==> config.mk <==
export PLATFORM = sky130hd
export DESIGN_NAME = tx_cmpl_statq
export DESIGN_NICKNAME = d
export VERILOG_FILES = /design/src/rtl/tx_cmpl_statq.sv
export SDC_FILE = /design/constraint.sdc
export NUM_CORES = 1
export LEC_CHECK = 0
export BUFFER_PORTS_ARGS = -buffer_cell sky130_fd_sc_hd__buf_2
export CORE_ASPECT_RATIO = 0.7
export CORE_MARGIN = 1
export CORE_UTILIZATION = 62
export DETAILED_ROUTE_END_ITERATION = 8
export HOLD_SLACK_MARGIN = 0.12
export PLACE_DENSITY = 0.76
export SLEW_MARGIN = 10
export SYNTH_ARGS = -nofsm -noshare
export SYNTH_HDL_FRONTEND = slang
export SYNTH_SLANG_ARGS = --single-unit
==> constraint.sdc <==
create_clock -name clk -period 4.3 [get_ports clk]
set_input_delay 0.645 -clock clk [delete_from_list [all_inputs] [get_ports clk]]
set_output_delay 0.645 -clock clk [all_outputs]
set_load 0.01 [all_outputs]
==> src/rtl/tx_cmpl_statq.sv <==
module tx_cmpl_statq #(
  parameter int DEPTH = 31,
  parameter int ID_W  = 8
) (
  input  logic            clk,
  input  logic            rst_n,
  input  logic            ev_valid,
  input  logic [ID_W-1:0] ev_id,
  input  logic            ev_intreq,
  input  logic            ev_underrun,
  input  logic            ev_xcoll,
  input  logic            ev_stsovf,
  input  logic            ev_reclaim,
  input  logic            host_wr,
  input  logic [1:0]      host_be,
  output logic [15:0]     host_rdata,
  input  logic            tx_restart,
  input  logic            ctl_reset,
  output logic            tx_enabled,
  output logic            tx_int
);
  localparam int ENT_W = ID_W + 5;
  localparam int PW    = (DEPTH > 1) ? $clog2(DEPTH) : 1;
  localparam int CW    = $clog2(DEPTH + 1);
  localparam logic [PW-1:0] LAST = PW'(DEPTH - 1);
  localparam logic [CW-1:0] FULL = CW'(DEPTH);

  logic [ENT_W-1:0] mem [DEPTH];
  logic [PW-1:0]    wp, rp;
  logic [CW-1:0]    cnt, icnt;
  logic             ur_lock;

  logic [ENT_W-1:0] head;
  logic             empty, pop, push, stall_ev, can_restart;
  logic [CW-1:0]    cnt_nx;

  assign head     = mem[rp];
  assign empty    = (cnt == '0);
  assign pop      = host_wr && (host_be == 2'b11) && !empty;
  assign push     = ev_valid && tx_enabled;
  assign stall_ev = push && (ev_underrun || ev_xcoll || ev_reclaim);
  assign cnt_nx   = cnt - CW'(pop) + CW'(push);
  assign can_restart = tx_restart && !ur_lock && (cnt < FULL);

  assign host_rdata = empty ? 16'h0000 :
    {head[ENT_W-1 -: ID_W], 1'b1, head[4], 1'b0, head[3:0], 1'b0};
  assign tx_int = (icnt != '0);

  function automatic logic [PW-1:0] inc(input logic [PW-1:0] p);
    return (p == LAST) ? '0 : p + PW'(1);
  endfunction

  always_ff @(posedge clk) begin
    if (push) mem[wp] <= {ev_id, ev_intreq, ev_underrun, ev_xcoll, ev_stsovf, ev_reclaim};
  end

  always_ff @(posedge clk or negedge rst_n) begin
    if (!rst_n) begin
      wp <= '0;
      rp <= '0;
      cnt <= '0;
      icnt <= '0;
      tx_enabled <= 1'b1;
      ur_lock <= 1'b0;
    end else if (ctl_reset) begin
      wp <= '0;
      rp <= '0;
      cnt <= '0;
      icnt <= '0;
      tx_enabled <= 1'b1;
      ur_lock <= 1'b0;
    end else begin
      if (push) wp <= inc(wp);
      if (pop)  rp <= inc(rp);
      cnt  <= cnt_nx;
      icnt <= icnt - CW'(pop && head[4]) + CW'(push && ev_intreq);
      if (push && ev_underrun) ur_lock <= 1'b1;
      if (stall_ev || (push && cnt_nx == FULL)) tx_enabled <= 1'b0;
      else if (can_restart) tx_enabled <= 1'b1;
    end
  end

  p_cnt_bound_r1: assert property (@(posedge clk) disable iff (!rst_n)
    cnt <= FULL);
  p_empty_reads_zero_r3: assert property (@(posedge clk) disable iff (!rst_n)
    empty |-> (host_rdata == 16'h0000 && !tx_int));
  p_done_bit_r2: assert property (@(posedge clk) disable iff (!rst_n)
    !empty |-> host_rdata[7] && !host_rdata[5] && !host_rdata[0]);
  p_partial_keeps_r4: assert property (@(posedge clk) disable iff (!rst_n)
    (host_wr && host_be != 2'b11 && !push && !ctl_reset) |=> $stable(host_rdata) && $stable(tx_int));
  p_int_needs_entry_r5: assert property (@(posedge clk) disable iff (!rst_n)
    icnt <= cnt);
  p_pop_push_keeps_r6: assert property (@(posedge clk) disable iff (!rst_n)
    (pop && push && !ctl_reset) |=> cnt == $past(cnt));
  p_full_halts_r7: assert property (@(posedge clk) disable iff (!rst_n)
    (cnt == FULL) |-> !tx_enabled);
  p_error_halts_r8: assert property (@(posedge clk) disable iff (!rst_n)
    (push && (ev_xcoll || ev_reclaim) && !ctl_reset) |=> !tx_enabled);
  p_underrun_locks_r9: assert property (@(posedge clk) disable iff (!rst_n)
    (ur_lock && !ctl_reset) |=> !tx_enabled);
  p_reject_stalled_r10: assert property (@(posedge clk) disable iff (!rst_n)
    (!tx_enabled && !pop && !ctl_reset) |=> $stable(cnt) && $stable(host_rdata));
endmodule

# Word-level counts from Yosys, hierarchy flattened
# Memory sizes are Yosys's and may differ from the RTL's.
# Cells that the tools add are included.
# totals
ff_bits	22
latch_bits	0
ramBits	403
mem_bits_ro	0
inputBits	21
elab_cells	55
mem_count	1
# memory_table
memory	words	width	rd	rd_clocked_by_memory_dff	wr	line_no	source
mem	31	13	1	0	1	28	logic [ENT_W-1:0] mem [DEPTH];
# classes
n_addsub	6
multipliers	0
div_mod_pow	0
magnitude_cmp	1
n_eq_ne	4
shifts	0
mux	16
n_bitwise	0
reduce_logical	21
# ops
op	n
two-way mux 5 bit	8
two-way mux 16 bit	1
== test 5 bit, second input constant	3
adder 5 x 1 -> 5 bit	2
adder 5 x 1 -> 5 bit, second input constant	2
logical AND 1 bit	10
subtractor 5 x 1 -> 5 bit	2
two-way mux 1 bit	7
nonzero test 2 bit	3
zero test 5 bit	1
less-than comparator 5 bit, second input constant	1
nonzero test 5 bit	1
logical OR 1 bit	3
nonzero test 3 bit	1
== test 2 bit, second input constant	1
zero test 1 bit	2

# Longest topological paths before layout
# Gate-level depths: netlist of run 1.
# depth
word_depth	10
depth_mapped	16

# Worst setup path before layout of run 1
# OpenSTA, ideal clock, no wires.
# synth_path
path_kind	reg-to-reg
startpoint	register rp[0]
endpoint	register icnt[4]
setup_time_ns	0.078
t_arrival_ns	3.162
t_required_ns	4.222
path_slack_ns	1.060
path_stages_with_launch	16
period_less_slack_ns	3.240
cell_sequence	dfrtp_1 buf_6 buf_6 mux4_2 mux2i_1 mux2i_1 o211ai_1 nor2_1 ha_1 inv_1 ha_1 fa_1 a21oi_1 nor2_1 or3_1 a21oi_1
# synth_via
elab_chain_len	5
# synth_rtl
element	line_no	source
start, declared	29	logic [PW-1:0] wp, rp;
start signal, assigned	74	if (pop) rp <= inc(rp);
memory (31 x 13 bit)	n/a	
logical AND 1 bit	76	icnt <= icnt - CW'(pop && head[4]) + CW'(push && ev_intreq);
subtractor 5 x 1 -> 5 bit	76	
adder 5 x 1 -> 5 bit	76	
two-way mux 5 bit	65	end else if (ctl_reset) begin
end signal, assigned	76	
end, declared	30	logic [CW-1:0] cnt, icnt;
# No other way between the ends.
# A chain may end at the register's enable or synchronous reset.

# Final worst setup path of run 1
# layout_path
startpoint	register rp[0]
endpoint	output port host_rdata[4]
# layout_via
elab_chain_len	2
# layout_rtl
element	line_no	source
memory (31 x 13 bit)	n/a	
two-way mux 16 bit	45	assign host_rdata = empty ? 16'h0000 :
end, declared	16	output logic [15:0] host_rdata,
# No other way between the ends.

==> reports/metrics.cfg, run 1 <==
[run_status]
outcome=finished, final reports clean

[global_routing]
grt_first_pass_wirelength_mm=55.3
antenna_found_initial=0
overflow=0
first_global_vias=8761
grt_max_degree=49
grt_usage=0.269

[layout]
area_delta_synth_final_pct=11.2
finalNetCount=1062
ff_latch_area_sq_um=12700
final_common_cell=edfxtp_1
final_cells=1413
nFillCells=1658
final_cell_mix=403 x edfxtp_1, 87 x mux4_2, 79 x nor2_1
drive_gt1_frac=0.220
multi_input_area_sq_um=4270
antennaDiodeCount=0

[pwr]
p_clk_frac=0.374
p_leak_nw=6.20
switching_power_mw=2.15
peakVddDrop_mv=0.380
power_frac_comb=0.114
p_int_mw=6.88
power.density_nw_per_um2=468
power_frac_seq=0.512
p_sw_frac=0.238

[timing]
max_slew_margin=0.395
setup_viol=0
timing.final.crit_share=0.911
rsz0062_at_grt=false
max_clock_freq_mhz=255
drv_slew=0
period_minus_slack_ns=3.92
setup_tns_ns=0
final.setup_skew_ns=0.0259
final-hold-violation-count=0
worstMarginPinSlew_ns=0.908

[cts]
cts.sinks=425
post_cts_resized=0
cts_buffers=40
htreeDepth=2
cts-root-buf=clkbuf_16
cts.clk_slew.worst_paths_ns=0.06
worst_skew_pair.late_latency_ns=0.56
cts_buffer_depth=3
cts_tree=yes
postCtsSetupBuffers=0

[setup_path]
critPathRequiredTime_ns=3.65
worstPathCellList=buf_4, nor2_1, nand2_1, o221ai_1, a22oi_1, a21oi_1, buf_2
critical_path_class=reg2out
ff2ff_setup_slack_ns=0.69
slowest_delay_ns=0.65
crit_path_end=host_rdata[4]
r2r_end=icnt[4]
start_kind=flip-flop
end_kind=output pin
reg2reg_from=rp[0]
worstPathMaxFanout=22
critPathLaunch=rp[0]
r2r_cells=14
cp_data_arrival_time_ns=3.27
crit_path_top_delay_cell=dfrtp_4

[route]
wire_per_inst_um=26.4
drcViolationCount=0
num_vias=9118
drt_iter0_drc=1114
routed_via_density=6.45
drtAntennaViolNets=0
drtPass1Iterations=6
drt_wl_total_mm=37.3

[floorplan]
fp-row-count=50
dieArea_sq_um=28700
fp.coreArea_sq_um=27100
fp.dieH_um=142
die_w_um=202
start_util=0.640
io_pins=39

[min_path]
hp-class=in2reg
min_from=tx_restart

[synthesis]
syn_avg_cell_area_sq_um=18.4
seq_area_frac_synth=0.729
ys_types=50
synth_edf_count=403
synth-seq-cells=425
synth-warning-count=0
syn_inst=945
synth-async-reset-ratio=0.0518
ys.flop_type=edfxtp_1
syn-cell-area_sq_um=17300

[job]
drv_cap=0

[placement]
placedCellCount=1340
hpwl_mm=22.1
io_buffers=36
globalplace.congestion=0.818

==> worst max-delay path: cells and delay by family, from the launching register on <==
| family | cells | cell delay (ns) |
|---|---|---|
| AO/OA/AOI/OAI | 3 | 0.97 |
| buffers and inverters | 2 | 0.58 |
| flip-flops | 1 | 0.65 |
| AND/OR/NAND/NOR | 2 | 0.51 |
==> layout make-up <==
class                   instances  share of cell area
inverters                      21             0.00435
clock buffers                  45              0.0529
well taps                     364              0.0236
flip-flops and latches        425               0.657
multi-input cells             445               0.221
clock inverters                27              0.0115
repair buffers                 86              0.0296
==> kinds of logic after synthesis <==
| family | count (synthesis) | share of synthesized area |
|---|---|---|
| DFF | 425 | 0.729 |
| and+or+nand+nor | 150 | 0.0391 |
| adders and majority gates | 22 | 0.0167 |
| AOI/OAI and AO/OA | 131 | 0.0449 |
| muxes | 135 | 0.143 |
| buffers and inverters | 76 | 0.0245 |
| other | 1 | 0.000216 |
| xor gates and xnor gates | 5 | 0.00253 |
==> through the flow <==
stage               instance area (sq um)  setup slack (ns)  power (mW)   util  hold WS [ns]
floorplan                           17300              1.06        5.34      -         0.349
global placement                    18000             0.701        5.71  0.666         0.484
detailed placement                  18000             0.697        5.73  0.666         0.497
CTS                                 19300             0.404        9.06  0.712         0.474
global route                        19300             0.234        9.31  0.712         0.528
finish                              19300             0.382        9.03  0.712         0.489
==> worst min-delay path by stage <==
| stage | endpoint | cells after the start | slack, ns |
|---|---|---|---|
| final | tx_enabled | 5 | 0.49 |
| after detailed placement | ur_lock | 2 | 0.50 |
| after CTS | tx_enabled | 5 | 0.47 |
| after global placement | ur_lock | 2 | 0.48 |
| after floorplan | cnt[0] | 0 | 0.35 |
| after global routing | ur_lock | 2 | 0.53 |
==> Yosys cell counts, types with 2 or more instances <==
cell | n | area, sq um
edfxtp_1 | 403 | 12100
mux4_2 | 87 | 1960
nor2_1 | 79 | 297
a21oi_1 | 72 | 360
mux2i_1 | 46 | 460
nand2_1 | 27 | 101
dfrtp_1 | 21 | 526
ha_1 | 20 | 250
inv_1 | 20 | 75.1
clkbuf_1 | 19 | 71.3
o21ai_0 | 19 | 95.1
or3_1 | 15 | 93.8
a22oi_1 | 12 | 90.1
buf_2 | 12 | 60.1
o221ai_1 | 12 | 105
buf_6 | 10 | 113
buf_4 | 9 | 67.6
nand3_1 | 6 | 30.0
nand3b_1 | 5 | 37.5
nor2b_1 | 5 | 31.3
buf_1 | 4 | 15.0
nand2b_1 | 4 | 25.0
a21o_1 | 3 | 22.5
xnor2_1 | 3 | 26.3
a31oi_1 | 2 | 12.5
fa_1 | 2 | 40.0
mux4_1 | 2 | 52.6
nor3_1 | 2 | 10.0
or4_1 | 2 | 15.0
xor2_1 | 2 | 17.5
==> power groups by stage <==
stage	Sequential [mW]	Clock (mW)	Combinational (mW)
2_1_floorplan	4.69	0	0.648
3_3_place_gp	4.71	0	0.998
3_5_place_dp	4.71	0	1.01
4_1_cts	4.63	3.42	1.02
5_1_grt	4.63	3.56	1.12
6_report	4.63	3.38	1.03
==> flip-flops by register name, indices dropped and copies added (netlist names) <==
register    cells
wp              5
icnt            5
cnt             5
ur_lock         1
mem           403
tx_enabled      1
rp              5
==> repair_timing <==
item	in CTS	in global routing
endpoints found under the setup margin	0	0
hold endpoints to repair	21	0
hold buffers	1	0
==> routing by layer <==
layer | vias up | share of wire | track usage
met5 | - | 0 | 0
met4 | 0 | 0.027 | 0.0901
met3 | 70 | 0.13 | 0.0799
met2 | 515 | 0.44 | 0.386
met1 | 4612 | 0.41 | 0.402
li1 | 3921 | - | -
Power figures use the tool's default switching activity.
==> inputs of run 2 (changes only) <==
- CELL_PAD_IN_SITES_DETAIL_PLACEMENT: default -> 1
- CELL_PAD_IN_SITES_GLOBAL_PLACEMENT: default -> 1
- CORE_UTILIZATION: 62 -> 54
==> run 2 against run 1 <==
Effect of this change:
- clock-buffer cell count up 6
- die area up 15%
- hold slack better by 0.015 ns
- register-to-register slack worse by 0.08 ns
- global-route usage down 0.78 points
- setup slack worse by 0.093 ns
- largest power group unchanged
==> reports/metrics.cfg, run 2 (synthesized netlist as in run 1, its figures left out) <==
[cts]
post_cts_resized=0
cts.clk_slew.worst_paths_ns=0.07
cts_buffers=40
cts_tree=yes
cts.sinks=425
htreeDepth=2
cts_buffer_depth=3
worst_skew_pair.late_latency_ns=0.55
cts-root-buf=clkbuf_16

[placement]
io_buffers=36
globalplace.congestion=0.777
hpwl_mm=25.1

[route]
dr.max_layer_used=met4
drtPass1Iterations=5
drtAntennaViolNets=0
wire_per_inst_um=28.4
drcViolationCount=0
wl_met2_mm=19.2
wl_met3_mm=3.33
drt_wl_total_mm=41.7
num_vias=9166
drt_iter0_drc=902
met1Wirelength_mm=18.3
routed_via_density=6.24

[floorplan]
io_pins=39
fp.coreArea_sq_um=31400
start_util=0.553
die_w_um=216
dieArea_sq_um=32900
fp.dieH_um=152
fp-row-count=54

[global_routing]
antenna_found_initial=0
overflow=0
grt_first_pass_wirelength_mm=62.2
grt_usage=0.262
grt_max_degree=54
first_global_vias=9647

[timing]
worstMarginPinSlew_ns=0.991
max_slew_margin=0.337
max_clock_freq_mhz=249
final-hold-violation-count=0
holdWs_ns=0.504
timing.final.crit_share=0.933
setup_viol=0
final.setup_skew_ns=0.0325
period_minus_slack_ns=4.01
setup_tns_ns=0
rsz0062_at_grt=false
drv_slew=0

[setup_path]
critical_path.top_delay_family=multiplexers
slowest_delay_ns=0.70
start_kind=flip-flop
crit_buf_inv=2
worstPathMaxFanout=46
cp_data_arrival_time_ns=3.37
cp_common_cell=mux4_2
worstPathCellList=buf_4, mux4_2, mux4_2, nor2_1, a21oi_1, buf_2
critPathRequiredTime_ns=3.65
crit_path_top_delay_cell=dfrtp_4
critical_path_class=reg2out
end_kind=output pin

[layout]
area_delta_synth_final_pct=11.6
drive_gt1_frac=0.224
antennaDiodeCount=0
largest_reg_flops=403
finalNetCount=1063
final_common_cell=edfxtp_1
final_cell_mix=403 x edfxtp_1, 87 x mux4_2, 79 x nor2_1
regMostFlops=mem

[pwr]
p_leak_nw=6.20
peakVddDrop_mv=0.335
fin_total_pwr_mw=9.10
power.density_nw_per_um2=470

[run_status]
outcome=finished, final reports clean

[job]
drv_cap=0

[min_path]
hp-class=reg2reg

## run 2: changes by cell type in the layout (fill, tap and decap cells not counted), sizes merged
cell	change
clkbuf	+6
clkinv	-5
inv	-2
buf	+1
bufinv	-1
clkinvlp	+1
## run 2: layer usage
layer	track usage	vias to the layer above
met5	0	-
met4	0.0701	0
met3	0.0468	58
met2	0.401	357
met1	0.393	4824
li1	-	3927
## run 2: worst register-to-register path: cells and delay by family, from the launching register on
kind                     cells  cell delay (ns)
adder cells (fa/ha/maj)      3             0.92
AND/OR/NAND/NOR              3             0.48
multiplexers                 1             0.25
flip-flops                   1             0.65
AO/OA/AOI/OAI                5             0.91
buffers and inverters        2             0.41
## run 2: layout make-up
cell class	count	area (sq um)
tap	420	526
clock inverter	20	160
fill	2758	12000
clock buffer	51	1080
inverter	21	83.8
multi-input combinational	445	4270
timing repair buffer	87	578
sequential	425	12700
## run 2: through the flow
stage                     cells  instance area, sq um  worst slack (ns)  utilization
after floorplan             946                 17300              1.06            -
final                      1469                 19400             0.289        0.618
after detailed placement   1397                 18100             0.631        0.578
after global routing       1469                 19400            0.0906        0.618
after global placement     1397                 18100             0.745        0.578
after CTS                  1469                 19400             0.312        0.618
## run 2: worst paths after layout
kind | start | end | slack [ns] | cells past startpoint
max in group asynchronous | rst_n | rp[2] | 3.28 | 2
min | ur_lock | ur_lock | 0.50 | 2
min reg2reg | ur_lock | ur_lock | 0.50 | 2
max | rp[1] | host_rdata[4] | 0.29 | 6
min in group asynchronous | rst_n | icnt[0] | 0.61 | 2
max reg2reg | rp[0] | icnt[4] | 0.61 | 14
## run 2: power breakdown
group / switching, mW / total, mW / internal [mW]
logic: 0.663 / 1.06 / 0.401
clock network: 1.50 / 3.41 / 1.91
registers: 0.0433 / 4.62 / 4.58
total: 2.21 / 9.10 / 6.89
## run 2: timing repair
action / 4_1_cts / 5_1_grt
setup buffers: 0 / 0
setup endpoints to repair: 0 / 0
hold buffers: 1 / 0
hold endpoints to repair: 21 / 0
